`src/rtl/qtimer_channel.sv`:
```
module qtimer_channel #(
  parameter int CNT_W     = 16,
  parameter int PRESC_DIV = 4
) (
  input  logic             clk,
  input  logic             rst_n,
  input  logic             phase_a,
  input  logic             phase_b,
  input  logic             ext_clk,
  input  logic             cap_pin,
  input  logic             wr_en,
  input  logic [1:0]       wr_addr,
  input  logic [CNT_W-1:0] wr_data,
  input  logic             stat_rd,
  output logic [CNT_W-1:0] count,
  output logic [CNT_W-1:0] gr_val,
  output logic             ovf_flag,
  output logic             match_flag,
  output logic             irq
);
  localparam int CTRL_W = 11;
  localparam int PW     = (PRESC_DIV > 1) ? $clog2(PRESC_DIV) : 1;

  logic [3:0] sy1, sy2, sy3;
  logic [CTRL_W-1:0] ctrl_q;
  logic [PW-1:0] pre_q;
  logic [CNT_W-1:0] cnt_q, gr_q, cnt_nxt;
  logic ovf_q, mf_q, ovf_arm, mf_arm, match_d;
  logic unused_bits;

  assign unused_bits = ^wr_data[CNT_W-1:CTRL_W];

  // pins: 0=A 1=B 2=ext clock 3=capture
  always_ff @(posedge clk or negedge rst_n)
    if (!rst_n) begin
      sy1 <= '0; sy2 <= '0; sy3 <= '0;
    end else begin
      sy1 <= {cap_pin, ext_clk, phase_b, phase_a};
      sy2 <= sy1;
      sy3 <= sy2;
    end

  wire       phase_en = ctrl_q[0];
  wire [1:0] src_sel  = ctrl_q[2:1];
  wire [1:0] edge_sel = ctrl_q[4:3];
  wire [1:0] clr_sel  = ctrl_q[6:5];
  wire       ovf_only = ctrl_q[7];
  wire       cap_mode = ctrl_q[8];
  wire       ovf_ie   = ctrl_q[9];
  wire       mf_ie    = ctrl_q[10];

  wire wr_ctrl = wr_en && wr_addr == 2'd0;
  wire wr_gr   = wr_en && wr_addr == 2'd1;
  wire wr_stat = wr_en && wr_addr == 2'd2;
  wire wr_cnt  = wr_en && wr_addr == 2'd3;

  wire qa_chg = sy2[0] ^ sy3[0];
  wire qb_chg = sy2[1] ^ sy3[1];
  wire q_step = phase_en && (qa_chg ^ qb_chg);
  wire q_up   = qa_chg ? (sy2[0] ^ sy2[1]) : ~(sy2[0] ^ sy2[1]);

  wire ext_rise = sy2[2] & ~sy3[2];
  wire ext_fall = ~sy2[2] & sy3[2];
  wire tick     = (pre_q == PW'(PRESC_DIV - 1));
  wire cap_evt  = cap_mode && sy2[3] && !sy3[3];

  logic n_step;
  always_comb begin
    unique case (src_sel)
      2'd0: n_step = 1'b0;
      2'd1: n_step = 1'b1;
      2'd2: n_step = tick;
      default:
        unique case (edge_sel)
          2'd0:    n_step = ext_rise;
          2'd1:    n_step = ext_fall;
          default: n_step = ext_rise | ext_fall;
        endcase
    endcase
  end

  wire step = phase_en ? q_step : n_step;
  wire up   = phase_en ? q_up : 1'b1;
  assign cnt_nxt = up ? cnt_q + 1'b1 : cnt_q - 1'b1;

  wire ovf_evt   = step && up && (cnt_q == '1);
  wire unf_evt   = step && !up && (cnt_q == '0);
  wire match_evt = step && !cap_mode && (cnt_nxt == gr_q);
  wire clr_now   = (clr_sel == 2'd1 && match_d) || (clr_sel == 2'd2 && cap_evt);

  always_ff @(posedge clk or negedge rst_n)
    if (!rst_n) pre_q <= '0;
    else        pre_q <= tick ? '0 : pre_q + 1'b1;

  always_ff @(posedge clk or negedge rst_n)
    if (!rst_n)       ctrl_q <= '0;
    else if (wr_ctrl) ctrl_q <= wr_data[CTRL_W-1:0];

  always_ff @(posedge clk or negedge rst_n)
    if (!rst_n) begin
      cnt_q   <= '0;
      match_d <= 1'b0;
    end else begin
      match_d <= match_evt;
      if (wr_cnt)       cnt_q <= wr_data;
      else if (clr_now) cnt_q <= '0;
      else if (step)    cnt_q <= cnt_nxt;
    end

  always_ff @(posedge clk or negedge rst_n)
    if (!rst_n)       gr_q <= '0;
    else if (wr_gr)   gr_q <= wr_data;
    else if (cap_evt) gr_q <= cnt_q;

  wire ovf_set = ovf_evt || (unf_evt && !ovf_only);
  wire mf_set  = match_evt || cap_evt;
  wire ovf_clr = wr_stat && !wr_data[0] && ovf_arm;
  wire mf_clr  = wr_stat && !wr_data[1] && mf_arm;

  always_ff @(posedge clk or negedge rst_n)
    if (!rst_n) begin
      ovf_q <= 1'b0; mf_q <= 1'b0; ovf_arm <= 1'b0; mf_arm <= 1'b0;
    end else begin
      if (ovf_set)      ovf_q <= 1'b1;
      else if (ovf_clr) ovf_q <= 1'b0;
      if (mf_set)       mf_q <= 1'b1;
      else if (mf_clr)  mf_q <= 1'b0;
      if (ovf_clr && !ovf_set)    ovf_arm <= 1'b0;
      else if (stat_rd && ovf_q)  ovf_arm <= 1'b1;
      if (mf_clr && !mf_set)      mf_arm <= 1'b0;
      else if (stat_rd && mf_q)   mf_arm <= 1'b1;
    end

  assign count      = cnt_q;
  assign gr_val     = gr_q;
  assign ovf_flag   = ovf_q;
  assign match_flag = mf_q;
  assign irq        = (ovf_q && ovf_ie) || (mf_q && mf_ie);

  assert_quad_up_R2: assert property (@(posedge clk) disable iff (!rst_n)
    (q_step && q_up && !wr_cnt && !clr_now) |=> cnt_q == $past(cnt_q) + 1'b1);

  assert_quad_down_R3: assert property (@(posedge clk) disable iff (!rst_n)
    (q_step && !q_up && !wr_cnt && !clr_now) |=> cnt_q == $past(cnt_q) - 1'b1);

  assert_dual_change_R4: assert property (@(posedge clk) disable iff (!rst_n)
    (phase_en && qa_chg && qb_chg && !wr_cnt && !clr_now) |=> $stable(cnt_q));

  assert_unf_masked_R9: assert property (@(posedge clk) disable iff (!rst_n)
    (unf_evt && ovf_only && !ovf_q) |=> !ovf_q);

  assert_flag_hold_R10: assert property (@(posedge clk) disable iff (!rst_n)
    (ovf_q && !ovf_arm) |=> ovf_q);

  assert_match_load_R11: assert property (@(posedge clk) disable iff (!rst_n)
    (match_evt && !wr_cnt && !clr_now) |=> (cnt_q == gr_q) && mf_q);

  assert_capture_R12: assert property (@(posedge clk) disable iff (!rst_n)
    (cap_evt && !wr_gr) |=> gr_q == $past(cnt_q));
endmodule

```
`config.mk`:
```
export PLATFORM = sky130hd
export DESIGN_NAME = qtimer_channel
export DESIGN_NICKNAME = d
export VERILOG_FILES = /design/src/rtl/qtimer_channel.sv
export SDC_FILE = /design/constraint.sdc
export NUM_CORES = 1
export LEC_CHECK = 0
export BUFFER_PORTS_ARGS = -buffer_cell sky130_fd_sc_hd__buf_2
export CAP_MARGIN = 20
export CORE_ASPECT_RATIO = 2
export CORE_MARGIN = 5
export CORE_UTILIZATION = 40
export CTS_BUF_LIST = sky130_fd_sc_hd__clkbuf_16
export DETAILED_ROUTE_END_ITERATION = 10
export SYNTH_ARGS = -nofsm -noshare
export SYNTH_HDL_FRONTEND = slang
export SYNTH_SLANG_ARGS = --single-unit
```
`constraint.sdc`:
```
create_clock -name clk -period 5.9 [get_ports clk]
set_input_delay 0.295 -clock clk [delete_from_list [all_inputs] [get_ports clk]]
set_output_delay 0.295 -clock clk [all_outputs]
set_load 0.05 [all_outputs]
```
-- Word level (Yosys, flattened, before mapping)
Index checks and enable logic that the tools add are counted.
W data, S select, Z words.
- add/subtract/negate cells: 3
- equal/unequal tests: 11
- multiplexer cells: 20
- bitwise logic cells: 10
- reduce and logical (&&, ||, !) cells: 48
- operator list (kind ; count):
    $mux W16 ; 6
    $logic_and A1 B1 Y1 ; 26
    $add A16 B1 Y16 const B ; 1
    $eq A16 B16 Y1 ; 1
    $eq A16 B16 Y1 const B ; 1
    $logic_not A16 Y1 ; 1
    $sub A16 B1 Y16 const B ; 1
    $mux W1 ; 11
    $eq A2 B2 Y1 const B ; 5
    $reduce_bool A2 Y1 ; 5
    $eq A2 B1 Y1 const B ; 4
    $logic_not A1 Y1 ; 8
    $logic_not A2 Y1 ; 3
    $logic_or A1 B1 Y1 ; 4
    $xor A1 B1 Y1 ; 4
    $not A1 Y1 ; 3
    $pmux W1 S3 ; 1
    $reduce_bool A3 Y1 ; 1
    $add A2 B1 Y2 const B ; 1
    $and A1 B1 Y1 ; 2
    $mux W2 ; 1
    $pmux W1 S2 ; 1
    $or A1 B1 Y1 ; 1
- register bits after elaboration: 62
- input port bits: 26
- word-level logic and storage cells: 104

-- Logic depth before layout (Yosys ltp)
Gate-level depths: netlist of the first run.
- depth in word-level cells: 13
- gate-level depth with buffers: 14
- gate-level depth less buffers: 12

-- Worst setup path after synthesis of the first run
OpenSTA, ideal clock, no wires.
- path kind: reg2reg
- start point: reg cnt_q[0] (netlist: count[0])
- end point: reg mf_arm
- setup time: 82 ps
- arrival time: 3018 ps
- path slack: 2800 ps
- stages on the path, launching flop included: 12
- path buffers: 1
- clock period less this slack: 3100 ps
- cells stage by stage: dfrtp_1 > inv_1 > fa_1 > nand2b_1 > a211o_1 > and2_1 > buf_6 > a2111oi_4 > nand3b_1 > nor4_1 > nand4b_1 > a31oi_1
- longest elaborated chain between the ends: 8
- ends and longest elaborated chain (element ; RTL line ; source):
    start, declared ; 27 ; logic [CNT_W-1:0] cnt_q, gr_q, cnt_nxt;
    start signal, assigned ; 105 ; if (wr_cnt) cnt_q <= wr_data;
    start signal, assigned ; 107 ; else if (step) cnt_q <= cnt_nxt;
    $sub A16 B1 Y16 or $add A16 B1 Y16 (tied branches) ; 84 ; assign cnt_nxt = up ? cnt_q + 1'b1 : cnt_q - 1'b1;
    $mux W16 * ; 84 ;
    $eq A16 B16 Y1 * ; 88 ; wire match_evt = step && !cap_mode && (cnt_nxt == gr_q);
    $logic_and A1 B1 Y1 * ; 88 ;
    $logic_or A1 B1 Y1 * ; 116 ; wire mf_set = match_evt || cap_evt;
    $logic_not A1 Y1 * ; 130 ; if (mf_clr && !mf_set) mf_arm <= 1'b0;
    $logic_and A1 B1 Y1 * ; 130 ;
    $mux W1 or $reduce_bool A2 Y1 (tied branches) ; n/a ;
    end signal, assigned ; 122 ; ovf_q <= 1'b0; mf_q <= 1'b0; ovf_arm <= 1'b0; mf_arm <= 1'b0;
    end signal, assigned ; 130 ;
    end signal, assigned ; 131 ; else if (stat_rd && mf_q) mf_arm <= 1'b1;
    end, declared ; 28 ; logic ovf_q, mf_q, ovf_arm, mf_arm, match_d;
Mark *: on every way between the ends. The rest lies on a longest branch, timed or not.
A chain may end at the register's enable or synchronous reset.

-- Final worst setup path of the first run
- start point: reg sy2[1]
- end point: reg mf_arm
- longest elaborated chain between the ends: 11
- ends and longest elaborated chain (element ; RTL line ; source):
    start, declared ; 24 ; logic [3:0] sy1, sy2, sy3;
    start signal, assigned ; 39 ; sy2 <= sy1;
    $xor A1 B1 Y1 ; 60 ; wire q_up = qa_chg ? (sy2[0] ^ sy2[1]) : ~(sy2[0] ^ sy2[1]);
    $not A1 Y1 ; 60 ;
    $mux W1 ; 60 ;
    $mux W1 ; 83 ; wire up = phase_en ? q_up : 1'b1;
    $mux W16 ; 84 ;
    $eq A16 B16 Y1 ; 88 ;
    $logic_and A1 B1 Y1 * ; 88 ;
    $logic_or A1 B1 Y1 * ; 116 ;
    $logic_not A1 Y1 * ; 130 ;
    $logic_and A1 B1 Y1 * ; 130 ;
    $mux W1 or $reduce_bool A2 Y1 (tied branches) ; n/a ;
Marked as above.

==> results.rst, run 1 <==
.. list-table::
   :header-rows: 1

   * - Metric
     - Value
   * - RePlAce Congestion
     - 0.931
   * - Cell class contributing the biggest share of worst-path delay
     - simple AND/OR/NAND/NOR gates
   * - DRC errors left
     - 0
   * - Post-CTS Setup Inserts
     - 0
   * - Clock network latency to the later pin of the worst-skew pair
     - 0.34 ns
   * - Pin count of the biggest net entering global routing
     - 63
   * - Worst r2r path cells
     - 12
   * - Number of failing hold endpoints at the final stage
     - 0
   * - Standby leakage power
     - 0.00212 uW
   * - Number of input and output port buffers inserted
     - 60
   * - Switching share of power
     - 0.510
   * - Total of flip-flops plus latches after synthesis
     - 62
   * - Nets@finish
     - 529
   * - Clock tree from TritonCTS
     - built
   * - Final sum of negative setup slack
     - 0 ns
   * - Antenna Diode Count
     - 0
   * - Die footprint
     - 12100 um2
   * - Switching component of the power
     - 1540 uW
   * - Dpl cell area
     - 4340 um2
   * - Startpoint types
     - flip-flop
   * - Most common cell in the netlist
     - sky130_fd_sc_hd__dfrtp_1
   * - Final wirelength
     - 12200 um
   * - Clock slew at reported path FFs
     - 0.05 ns
   * - Area share of the leading cell type in the synthesized netlist
     - 0.394
   * - Core outline area
     - 9700 um2
   * - Overall die width
     - 80.2 um
   * - Longest individual stage delay on the worst path
     - 0.58 ns
   * - Vias
     - 3469
   * - Internal power of the cells
     - 1480 uW
   * - Gate power share
     - 0.563
   * - Max-Cap Viols
     - 0
   * - First-pass GRT wire length
     - 20000 um
   * - Worst vdd rail ir drop
     - 0.295 mV
   * - Final design instance area without fill
     - 4680 um2
   * - Die H
     - 150 um
   * - Critical path data required time
     - 6.15 ns
   * - CTS Root Buffer Type
     - sky130_fd_sc_hd__clkbuf_16
   * - Number of global-route vias before repair
     - 3662
   * - GRT Resource Usage Total
     - 0.219
   * - Synthesized area divided by synthesized cell count
     - 9.12 um2
   * - Number of vias per cell after detailed routing
     - 5.58
   * - Top cells by count, synth
     - 62 x sky130_fd_sc_hd__dfrtp_1, 55 x sky130_fd_sc_hd__nand2_1, 40 x sky130_fd_sc_hd__o21ai_0
   * - P&R area growth vs syn
     - 18.9%
   * - RSZ-0062 raised after global routing
     - false
   * - Overflow left after global routing
     - 0
   * - Timing-limited maximum frequency
     - 0.271 GHz
   * - Most frequent cell on the critical path
     - sky130_fd_sc_hd__nand2_1
   * - End of the worst register-to-register path
     - mf_arm
   * - Biggest area consumer among synthesized cells
     - sky130_fd_sc_hd__dfrtp_1
   * - Critical path class
     - reg2reg
   * - Std cell rows
     - 51
   * - R2r setup slk
     - 2.21 ns
   * - Worst-Margin Slew
     - 1.04 ns
   * - Data arrival time of the worst path
     - 3.94 ns
   * - Reg2reg start
     - sy2[1]
   * - Classification of the worst-slack hold path
     - in2reg
   * - Utilization after layout
     - 0.483
   * - Cell area after synthesis
     - 3940 um2
   * - Antenna Violating Nets Remaining
     - 0
   * - Final critical path time including I/O delays and setup
     - 3.69 ns
   * - DP HPWL
     - 9490 um
   * - Kind of capture point of the worst setup path
     - flip-flop
   * - Smallest hold slack
     - 0.0657 ns
   * - Critical path depth in cells
     - 12
   * - Synth warnings
     - 0
   * - Number of clock buffers inserted by TritonCTS
     - 9
   * - Final worst path period share
     - 0.626
   * - Sequential-to-total area share from yosys stat
     - 0.394
   * - Cell-by-cell listing of the critical path
     - xor2_1, nand2_1, inv_1, ha_1, nand2_1, a211o_1, and2_1, a2111oi_4, nand3b_1, nor4_1, nand4b_1, a31oi_1
   * - First element of the critical path
     - sy2[1]
   * - Async S/R FF share, synth
     - 1.00
   * - Crit-path max FO
     - 14
   * - Synthesized netlist cell count
     - 432
   * - Post-CTS Hold Buffers
     - 0
   * - Number of synthesized flops with an enable pin
     - 0
   * - Final number of setup-violating endpoints
     - 0
   * - Fin Clk Skew
     - 0.00827 ns
   * - Fraction of layout cells with a size suffix above 1
     - 0.206
   * - Slowest cell on crit path
     - sky130_fd_sc_hd__ha_1
   * - DRT iter0 DRCs
     - 168
   * - Antenna violations before repair
     - 0
   * - Gates resized, CTS repair
     - 0
   * - Number of top-level pins
     - 61
   * - Critical path endpoint
     - mf_arm
   * - Part of the power in the clock network
     - 0.187
   * - Count of buffering cells on the critical path with inverters included
     - 1
   * - Number of sinks driven by the clock tree
     - 62
   * - H-tree depth reported by CTS
     - 3
   * - Iteration count of the initial detailed-routing pass
     - 4
   * - Average wire per cell in the routed design
     - 19.7 um
   * - Buffers from clock root to sink, at most
     - 2
   * - Fraction of power consumed by sequential logic
     - 0.249
   * - Nets in the synthesized netlist
     - 476
   * - Max-slew violation total from the final report
     - 0
   * - Normalized max-slew margin
     - 0.303
   * - Cell Pwr Density
     - 643 nW/um2
   * - Primary flip-flop cell chosen by synthesis mapping
     - sky130_fd_sc_hd__dfrtp_1
   * - Number of distinct library cells after synthesis
     - 57
   * - Result of the run
     - finished, final reports clean
   * - Starting density of the core
     - 0.406
   * - Top cells by area, synth
     - sky130_fd_sc_hd__dfrtp_1 39%, sky130_fd_sc_hd__ha_1 5.4%, sky130_fd_sc_hd__nand2_1 5.2%, sky130_fd_sc_hd__o21ai_0 5.1%, sky130_fd_sc_hd__a21oi_1 4.7%
placed cells by master, fill, tap and decap left out, drive strengths merged, types with 4 or more instances in the layout:
cell type	netlist	routed
buf	6	65
dfrtp	62	62
nand2	55	55
o21ai	41	41
nor2	39	39
a21oi	37	37
xnor2	20	20
mux2i	17	17
ha	17	17
nand4	11	11
mux2	11	11
xor2	10	10
inv	9	10
clkbuf	17	9
nor4	7	7
nor3	5	5
o21a	4	4
nand3	4	4
a31oi	4	4
nand3b	4	4
nand4b	4	4
a211oi	4	4
power by group through the flow:
stage               logic [uW]  clock network [uW]  registers, uW
global placement          1700                   0            755
detailed placement        1700                   0            758
finish                    1700                 564            752
floorplan                  952                   0           1030
global route              1840                 593            770
CTS                       1710                 576            751
kinds of logic after synthesis:
kind of cell / count (synthesis) / share of synthesized area
AND/OR/NAND/NOR: 148 / 0.183
AO/OA/AOI/OAI: 114 / 0.189
flip-flops: 62 / 0.394
buffers and inverters: 32 / 0.0343
XOR/XNOR: 30 / 0.0667
multiplexers: 28 / 0.0747
adder cells (fa/ha/maj): 18 / 0.0591
worst min-delay path by stage:
stage / from / endpoint / slack (ns) / cells past startpoint
final: ext_clk / sy1[2] / 0.07 / 1
after global routing: ext_clk / sy1[2] / 0.06 / 1
after CTS: ext_clk / sy1[2] / 0.05 / 1
after detailed placement: sy1[1] / sy2[1] / 0.34 / 0
after global placement: sy1[3] / sy2[3] / 0.33 / 0
after floorplan: rst_n / count[0] / -0.0006 / 0
metal layers:
metal | part of all wire | GRT usage | vias to the layer above | wire length (um)
li1 | - | - | 1662 | -
met1 | 0.39 | 0.245 | 1701 | 4720
met2 | 0.55 | 0.394 | 81 | 6780
met3 | 0.026 | 0.0353 | 25 | 314
met4 | 0.035 | 0.107 | 0 | 432
met5 | 0 | 0 | - | 0
layout make-up:
| class | instances | area [um2] |
|---|---|---|
| repair buffers | 65 | 358 |
| clock buffers | 9 | 225 |
| multi-input cells | 338 | 2260 |
| clock inverters | 7 | 90.1 |
| flip-flops and latches | 62 | 1550 |
| inverters | 9 | 33.8 |
| well taps | 132 | 165 |
| fillers | 990 | 5020 |
flip-flops by register name (all words and copies together), names as in the netlist:
signal,count
ctrl_q,11
sy2,4
ovf_flag,1
pre_q,2
count,16
gr_val,16
match_flag,1
mf_arm,1
match_d,1
sy3,4
ovf_arm,1
sy1,4
per-stage QoR:
stage / instances / total power (uW) / setup slack, ns
floorplan: 432 / 1980 / 2.80
global placement: 605 / 2450 / 2.28
detailed placement: 605 / 2460 / 2.20
CTS: 621 / 3040 / 2.20
global route: 622 / 3200 / 1.86
finish: 622 / 3010 / 2.21
Power figures use the tool's default switching activity.
==> run 2, diff against run 1 <==
==> constraint.sdc (replaced) <==
create_clock -name clk -period 3.6 [get_ports clk]
set_input_delay 0.18 -clock clk [delete_from_list [all_inputs] [get_ports clk]]
set_output_delay 0.18 -clock clk [all_outputs]
set_load 0.05 [all_outputs]
==> results.rst, run 2 (synthesis gave the netlist of run 1 again) <==
.. list-table::
   :header-rows: 1

   * - Metric
     - Value
   * - Iteration count of the initial detailed-routing pass
     - 4
   * - Max-Cap Viols
     - 0
   * - Nets@finish
     - 549
   * - Die H
     - 150 um
   * - Number of failing hold endpoints at the final stage
     - 0
   * - Critical path class
     - reg2reg
   * - Worst Hold Launch
     - wr_data[13]
   * - Overall die width
     - 80.2 um
   * - Starting density of the core
     - 0.406
   * - Final number of setup-violating endpoints
     - 0
   * - Clock slew at reported path FFs
     - 0.06 ns
   * - Overflow left after global routing
     - 0
   * - Number of clock buffers inserted by TritonCTS
     - 9
   * - Std cell rows
     - 51
   * - P&R area growth vs syn
     - 22.5%
   * - First-pass GRT wire length
     - 20200 um
   * - DRC errors left
     - 0
   * - CTS Root Buffer Type
     - sky130_fd_sc_hd__clkbuf_16
   * - Slowest cell on crit path
     - sky130_fd_sc_hd__o31ai_4
   * - Final wirelength
     - 12900 um
   * - Die footprint
     - 12100 um2
   * - Number of global-route vias before repair
     - 3740
   * - Cell-by-cell listing of the critical path
     - xor2_2, nand2_2, clkinvlp_4, ha_1, nor2_1, o31ai_4, a41o_4, xor2_1, xor2_1, nor4b_2, nand4b_1, buf_4, inv_1
   * - Most frequent cell on the critical path
     - sky130_fd_sc_hd__xor2_1
   * - Average wire per cell in the routed design
     - 20.1 um
   * - Classification of the worst-slack hold path
     - in2reg
   * - Cell Pwr Density
     - 1020 nW/um2
   * - Longest individual stage delay on the worst path
     - 0.44 ns
   * - H-tree depth reported by CTS
     - 3
   * - Fraction of layout cells with a size suffix above 1
     - 0.238
   * - Result of the run
     - finished, final reports clean
   * - Max-slew violation total from the final report
     - 0
   * - Leading cell types in the layout, fill and taps excluded
     - 62 x sky130_fd_sc_hd__dfrtp_1, 60 x sky130_fd_sc_hd__buf_2, 54 x sky130_fd_sc_hd__nand2_1, 40 x sky130_fd_sc_hd__o21ai_0, 38 x sky130_fd_sc_hd__nor2_1
   * - Cell class contributing the biggest share of worst-path delay
     - simple AND/OR/NAND/NOR gates
   * - Number of top-level pins
     - 61
   * - Antenna Violating Nets Remaining
     - 0
   * - Number of vias per cell after detailed routing
     - 5.63
   * - Standby leakage power
     - 0.00217 uW
   * - Count of buffering cells on the critical path with inverters included
     - 3
   * - Clock network latency to the later pin of the worst-skew pair
     - 0.33 ns
   * - Worst-Margin Slew
     - 1.03 ns
   * - RSZ-0062 raised after global routing
     - false
   * - Worst vdd rail ir drop
     - 0.394 mV
   * - Placed Instances
     - 614
   * - Vias
     - 3608
   * - Antenna Diode Count
     - 0
   * - Number of input and output port buffers inserted
     - 60
   * - Most frequent standard cell in the layout excluding fill and tap cells
     - sky130_fd_sc_hd__dfrtp_1
   * - RePlAce Congestion
     - 0.962
   * - Smallest hold slack
     - 0.0682 ns
   * - Antenna violations before repair
     - 0
   * - GRT Resource Usage Total
     - 0.224
   * - Pin count of the biggest net entering global routing
     - 33
   * - Cell Count, Final, Fillers Out
     - 641
   * - Crit-path max FO
     - 6
   * - Critical path data required time
     - 3.86 ns
   * - DRT iter0 DRCs
     - 197
   * - Clock tree from TritonCTS
     - built
   * - Timing-limited maximum frequency
     - 0.293 GHz
   * - Reg2reg start
     - sy2[1]
   * - Final worst path period share
     - 0.949
   * - Final sum of negative setup slack
     - 0 ns
   * - DP HPWL
     - 9930 um
   * - Normalized max-slew margin
     - 0.311
   * - Buffers from clock root to sink, at most
     - 2
   * - Kind of capture point of the worst setup path
     - flip-flop
   * - Number of sinks driven by the clock tree
     - 62
   * - Final critical path time including I/O delays and setup
     - 3.42 ns
   * - First element of the critical path
     - sy2[1]
   * - Startpoint types
     - flip-flop
   * - Data arrival time of the worst path
     - 3.68 ns
   * - Core outline area
     - 9700 um2
   * - Fin Clk Skew
     - 0.0119 ns
-- run 2: metal layers --
metal | part of all wire | global-route usage | vias to the layer above
met2 | 0.53 | 0.393 | 111
li1 | - | - | 1699
met4 | 0.066 | 0.136 | 0
met5 | 0 | 0 | -
met1 | 0.37 | 0.246 | 1750
met3 | 0.035 | 0.0371 | 48
-- run 2: worst register-to-register path, cell delays in order (launching register included) --
cell and delay [ns]:
sky130_fd_sc_hd__dfrtp_1 0.40, sky130_fd_sc_hd__xor2_2 0.20, sky130_fd_sc_hd__nand2_2 0.15, sky130_fd_sc_hd__clkinvlp_4 0.19, sky130_fd_sc_hd__ha_1 0.37, sky130_fd_sc_hd__nor2_1 0.10, sky130_fd_sc_hd__o31ai_4 0.44, sky130_fd_sc_hd__a41o_4 0.34
sky130_fd_sc_hd__xor2_1 0.21, sky130_fd_sc_hd__xor2_1 0.12, sky130_fd_sc_hd__nor4b_2 0.34, sky130_fd_sc_hd__nand4b_1 0.24, sky130_fd_sc_hd__buf_4 0.20, sky130_fd_sc_hd__inv_1 0.06
-- run 2: where the power goes --
part	total, uW	switching, uW	internal (uW)	leakage (uW)
logic	2960	1940	1020	0.00131
clock network	759	306	453	0.000130
registers	1220	322	894	0.000734
-- run 2: final cells by class --
type                            count  area, um2
Multi-Input combinational cell    338       2290
Timing Repair inverter              1       7.51
Timing Repair Buffer               84        513
Inverter                            9       37.5
Tap cell                          132        165
Fill cell                         963       4870
Clock buffer                        9        225
Clock inverter                      6       32.5
Sequential cell                    62       1550
-- run 2: timing repair --
item | in CTS | in global routing
hold buffers | 5 | 0
gates resized for setup | 0 | 10
endpoints found under the hold margin | 34 | 0
setup endpoints to repair | 0 | 3
setup buffers | 0 | 6
-- run 2: worst paths after layout --
kind | to | slack [ns] | cells past startpoint
worst max-delay path | match_d | 0.18 | 13
worst min-delay path | gr_val[13] | 0.07 | 3
worst max register to register | match_d | 0.18 | 13
worst min register to register | sy2[1] | 0.35 | 0
max in group asynchronous | count[5] | 2.27 | 3
min in group asynchronous | sy3[2] | 0.44 | 2
-- run 2: per-stage QoR --
stage | util | instance area, um2 | setup slack [ns] | total power, uW
4_1_cts | 0.488 | 4740 | 0.174 | 4880
5_1_grt | 0.498 | 4830 | 0.00869 | 5220
3_5_place_dp | 0.457 | 4430 | 0.222 | 4100
6_report | 0.498 | 4830 | 0.184 | 4930
2_1_floorplan | - | 3940 | 0.500 | 3240
3_3_place_gp | 0.454 | 4400 | 0.255 | 4090
==> run 3, diff against run 2 <==
--- a/config.mk
+++ b/config.mk
@@ -5,6 +5,7 @@
 export SDC_FILE = /design/constraint.sdc
 export NUM_CORES = 1
 export LEC_CHECK = 0
+export ABC_AREA = 1
 export BUFFER_PORTS_ARGS = -buffer_cell sky130_fd_sc_hd__buf_2
 export CAP_MARGIN = 20
 export CORE_ASPECT_RATIO = 2
==> results.rst, run 3 <==
.. list-table::
   :header-rows: 1

   * - Metric
     - Value
   * - Antenna Violating Nets Remaining
     - 0
   * - Clock network latency to the later pin of the worst-skew pair
     - 0.33 ns
   * - Nets@finish
     - 702
   * - Worst vdd rail ir drop
     - 0.497 mV
   * - Part of the power in the clock network
     - 0.194
   * - Critical path class
     - reg2reg
   * - Die footprint
     - 12700 um2
   * - Area share of the leading cell type in the synthesized netlist
     - 0.371
   * - Final sum of negative setup slack
     - 0 ns
   * - Number of global-route vias before repair
     - 4247
   * - Number of top-level pins
     - 61
   * - Clock tree from TritonCTS
     - built
   * - GRT Resource Usage Total
     - 0.224
   * - Fillcell total
     - 1080
   * - Gates resized, CTS repair
     - 0
   * - Cell area after synthesis
     - 4180 um2
   * - Antenna Diode Count
     - 0
   * - Nets in the synthesized netlist
     - 632
   * - Final critical path time including I/O delays and setup
     - 3.10 ns
   * - Most common cell in the netlist
     - sky130_fd_sc_hd__nand2_1
   * - Overall die width
     - 82.3 um
   * - Fin Clk Skew
     - 0.00843 ns
   * - First-pass GRT wire length
     - 21600 um
   * - Slowest cell on crit path
     - sky130_fd_sc_hd__inv_1
   * - Crit-path max FO
     - 15
   * - Antenna violations before repair
     - 0
   * - Cell-by-cell listing of the critical path
     - inv_1, nand2_1, nand3_1, inv_1, ha_1, nand2_1, nand2_1, a21oi_2, inv_2, a21oi_2, nand3_1, nand3_1, nand2_1, nor2_1, nand3_2, nand3_2, nand2_1, inv_1
   * - Switching share of power
     - 0.515
   * - Timing-limited maximum frequency
     - 0.322 GHz
   * - DP HPWL
     - 10500 um
   * - Primary flip-flop cell chosen by synthesis mapping
     - sky130_fd_sc_hd__dfrtp_1
   * - Most frequent cell on the critical path
     - sky130_fd_sc_hd__nand2_1
   * - Sequential-to-total area share from yosys stat
     - 0.371
   * - Core outline area
     - 10100 um2
   * - Number of failing hold endpoints at the final stage
     - 0
   * - Final worst path period share
     - 0.862
   * - Number of sinks driven by the clock tree
     - 62
   * - Die H
     - 155 um
   * - Std cell rows
     - 52
   * - Standby leakage power
     - 0.00266 uW
   * - Vias
     - 4155
   * - Number of clock buffers inserted by TritonCTS
     - 9
   * - Startpoint types
     - flip-flop
   * - Number of distinct library cells after synthesis
     - 42
   * - Async S/R FF share, synth
     - 1.00
   * - Number of vias per cell after detailed routing
     - 5.21
   * - Post-CTS Setup Inserts
     - 0
   * - Number of input and output port buffers inserted
     - 60
   * - P&R area growth vs syn
     - 19.0%
   * - Result of the run
     - finished, final reports clean
   * - Longest individual stage delay on the worst path
     - 0.49 ns
   * - Max-Cap Viols
     - 0
   * - Kind of capture point of the worst setup path
     - flip-flop
   * - Synth warnings
     - 0
   * - Fraction of power consumed by sequential logic
     - 0.259
   * - Clock slew at reported path FFs
     - 0.05 ns
   * - Starting density of the core
     - 0.412
   * - Number of synthesized flops with an enable pin
     - 0
   * - Top cells by area, synth
     - sky130_fd_sc_hd__dfrtp_1 37%, sky130_fd_sc_hd__nand2_1 13%, sky130_fd_sc_hd__inv_1 8.2%, sky130_fd_sc_hd__o21ai_0 7.4%, sky130_fd_sc_hd__nand3_1 6.7%
   * - Switching component of the power
     - 2200 uW
   * - CTS Root Buffer Type
     - sky130_fd_sc_hd__clkbuf_16
   * - Critical path data required time
     - 3.87 ns
   * - Synthesized netlist cell count
     - 588
   * - Pin count of the biggest net entering global routing
     - 46
   * - Top cells by count, synth
     - 144 x sky130_fd_sc_hd__nand2_1, 91 x sky130_fd_sc_hd__inv_1, 62 x sky130_fd_sc_hd__dfrtp_1, 62 x sky130_fd_sc_hd__o21ai_0, 56 x sky130_fd_sc_hd__nand3_1
   * - Overflow left after global routing
     - 0
   * - Post-CTS Hold Buffers
     - 4
   * - Average wire per cell in the routed design
     - 16.8 um
   * - Cell Pwr Density
     - 858 nW/um2
   * - H-tree depth reported by CTS
     - 3
   * - Most frequent standard cell in the layout excluding fill and tap cells
     - sky130_fd_sc_hd__nand2_1
   * - Synthesized area divided by synthesized cell count
     - 7.11 um2
   * - Iteration count of the initial detailed-routing pass
     - 5
   * - Data arrival time of the worst path
     - 3.37 ns
   * - DRC errors left
     - 0
   * - Buffers from clock root to sink, at most
     - 2
   * - Total of flip-flops plus latches after synthesis
     - 62
   * - Internal power of the cells
     - 2070 uW
   * - Worst-Margin Slew
     - 0.766 ns
   * - Gate power share
     - 0.547
   * - RePlAce Congestion
     - 0.940
   * - Normalized max-slew margin
     - 0.483
   * - RSZ-0062 raised after global routing
     - false
   * - Final number of setup-violating endpoints
     - 0
   * - Overall power
     - 4270 uW
   * - Max-slew violation total from the final report
     - 0
   * - Classification of the worst-slack hold path
     - in2reg
   * - Leading cell types in the layout, fill and taps excluded
     - 144 x sky130_fd_sc_hd__nand2_1, 92 x sky130_fd_sc_hd__inv_1, 62 x sky130_fd_sc_hd__o21ai_0, 62 x sky130_fd_sc_hd__dfrtp_1, 60 x sky130_fd_sc_hd__buf_2
   * - Fraction of layout cells with a size suffix above 1
     - 0.187
   * - Biggest area consumer among synthesized cells
     - sky130_fd_sc_hd__dfrtp_1
   * - DRT iter0 DRCs
     - 189
   * - Final wirelength
     - 13400 um
[run 3: changes by cell type in the layout (fill, tap and decap cells not counted), moves of 14 or more]
cell,before,now
sky130_fd_sc_hd__a21oi_1,37,20
sky130_fd_sc_hd__buf_4,18,4
sky130_fd_sc_hd__inv_1,10,92
sky130_fd_sc_hd__mux2i_1,17,0
sky130_fd_sc_hd__nand2_1,54,144
sky130_fd_sc_hd__nand3_1,4,56
sky130_fd_sc_hd__o21ai_0,40,62
sky130_fd_sc_hd__xnor2_1,20,1
[run 3: cells by family (layout without fill, tap and decap cells)]
family | after synthesis | after routing | share of synthesized area
simple gates | 286 | 286 | 0.320
flops | 62 | 62 | 0.371
xor+xnor | 4 | 4 | 0.00838
mux | 2 | 2 | 0.00539
buf+inv | 112 | 186 | 0.104
compound gates | 104 | 104 | 0.136
fa+ha+maj | 18 | 18 | 0.0557
[run 3: worst max-delay path: cells and delay by family, from the launching register on]
kind                     cells  cell delay (ns)
adder cells (fa/ha/maj)      1             0.40
AO/OA/AOI/OAI                2             0.45
AND/OR/NAND/NOR             11             1.10
flip-flops                   1             0.39
buffers and inverters        4             0.69
[run 3: power groups by stage]
stage	Sequential, uW	Clock (uW)	Combinational, uW
2_1_floorplan	1530	0	1260
3_3_place_gp	1110	0	2310
3_5_place_dp	1120	0	2320
4_1_cts	1100	842	2340
5_1_grt	1130	866	2570
6_report	1110	827	2330
[run 3: worst paths after layout]
path | slack [ns] | cells after the start | end | start
setup / recovery | 0.50 | 18 | mf_arm | sy2[1]
hold / removal | 0.11 | 3 | gr_val[3] | wr_data[3]
setup reg to reg | 0.50 | 18 | mf_arm | sy2[1]
hold reg to reg | 0.35 | 0 | sy2[3] | sy1[3]
max in group asynchronous | 2.88 | 3 | mf_arm | rst_n
min in group asynchronous | 0.23 | 2 | ovf_flag | rst_n
[run 3: stage by stage]
stage / instance area, um2 / hold slack, ns / worst slack (ns) / instances / util
floorplan: 4180 / -0.116 / 1.11 / 588 / -
global placement: 4620 / 0.290 / 0.534 / 776 / 0.455
detailed placement: 4620 / 0.290 / 0.443 / 776 / 0.455
CTS: 4940 / 0.0666 / 0.439 / 795 / 0.487
global route: 4970 / 0.120 / 0.174 / 797 / 0.490
finish: 4970 / 0.106 / 0.497 / 797 / 0.490
[run 3: per-layer routing]
layer	up-vias	share of wire	wire [um]	track usage
met4	0	0.032	434	0.0872
met3	29	0.044	583	0.0338
met1	1959	0.37	4970	0.248
met2	114	0.55	7390	0.411
met5	-	0	0	0
li1	2053	-	-	-
[run 3: cell type report]
class / instances / area, um2 / area share
Multi-Input combinational cell: 414 / 2190 / 0.441
Sequential cell: 62 / 1550 / 0.312
Timing Repair Buffer: 70 / 400 / 0.0805
Inverter: 101 / 379 / 0.0762
Clock buffer: 9 / 225 / 0.0453
Tap cell: 135 / 169 / 0.0340
Clock inverter: 6 / 55.1 / 0.0111
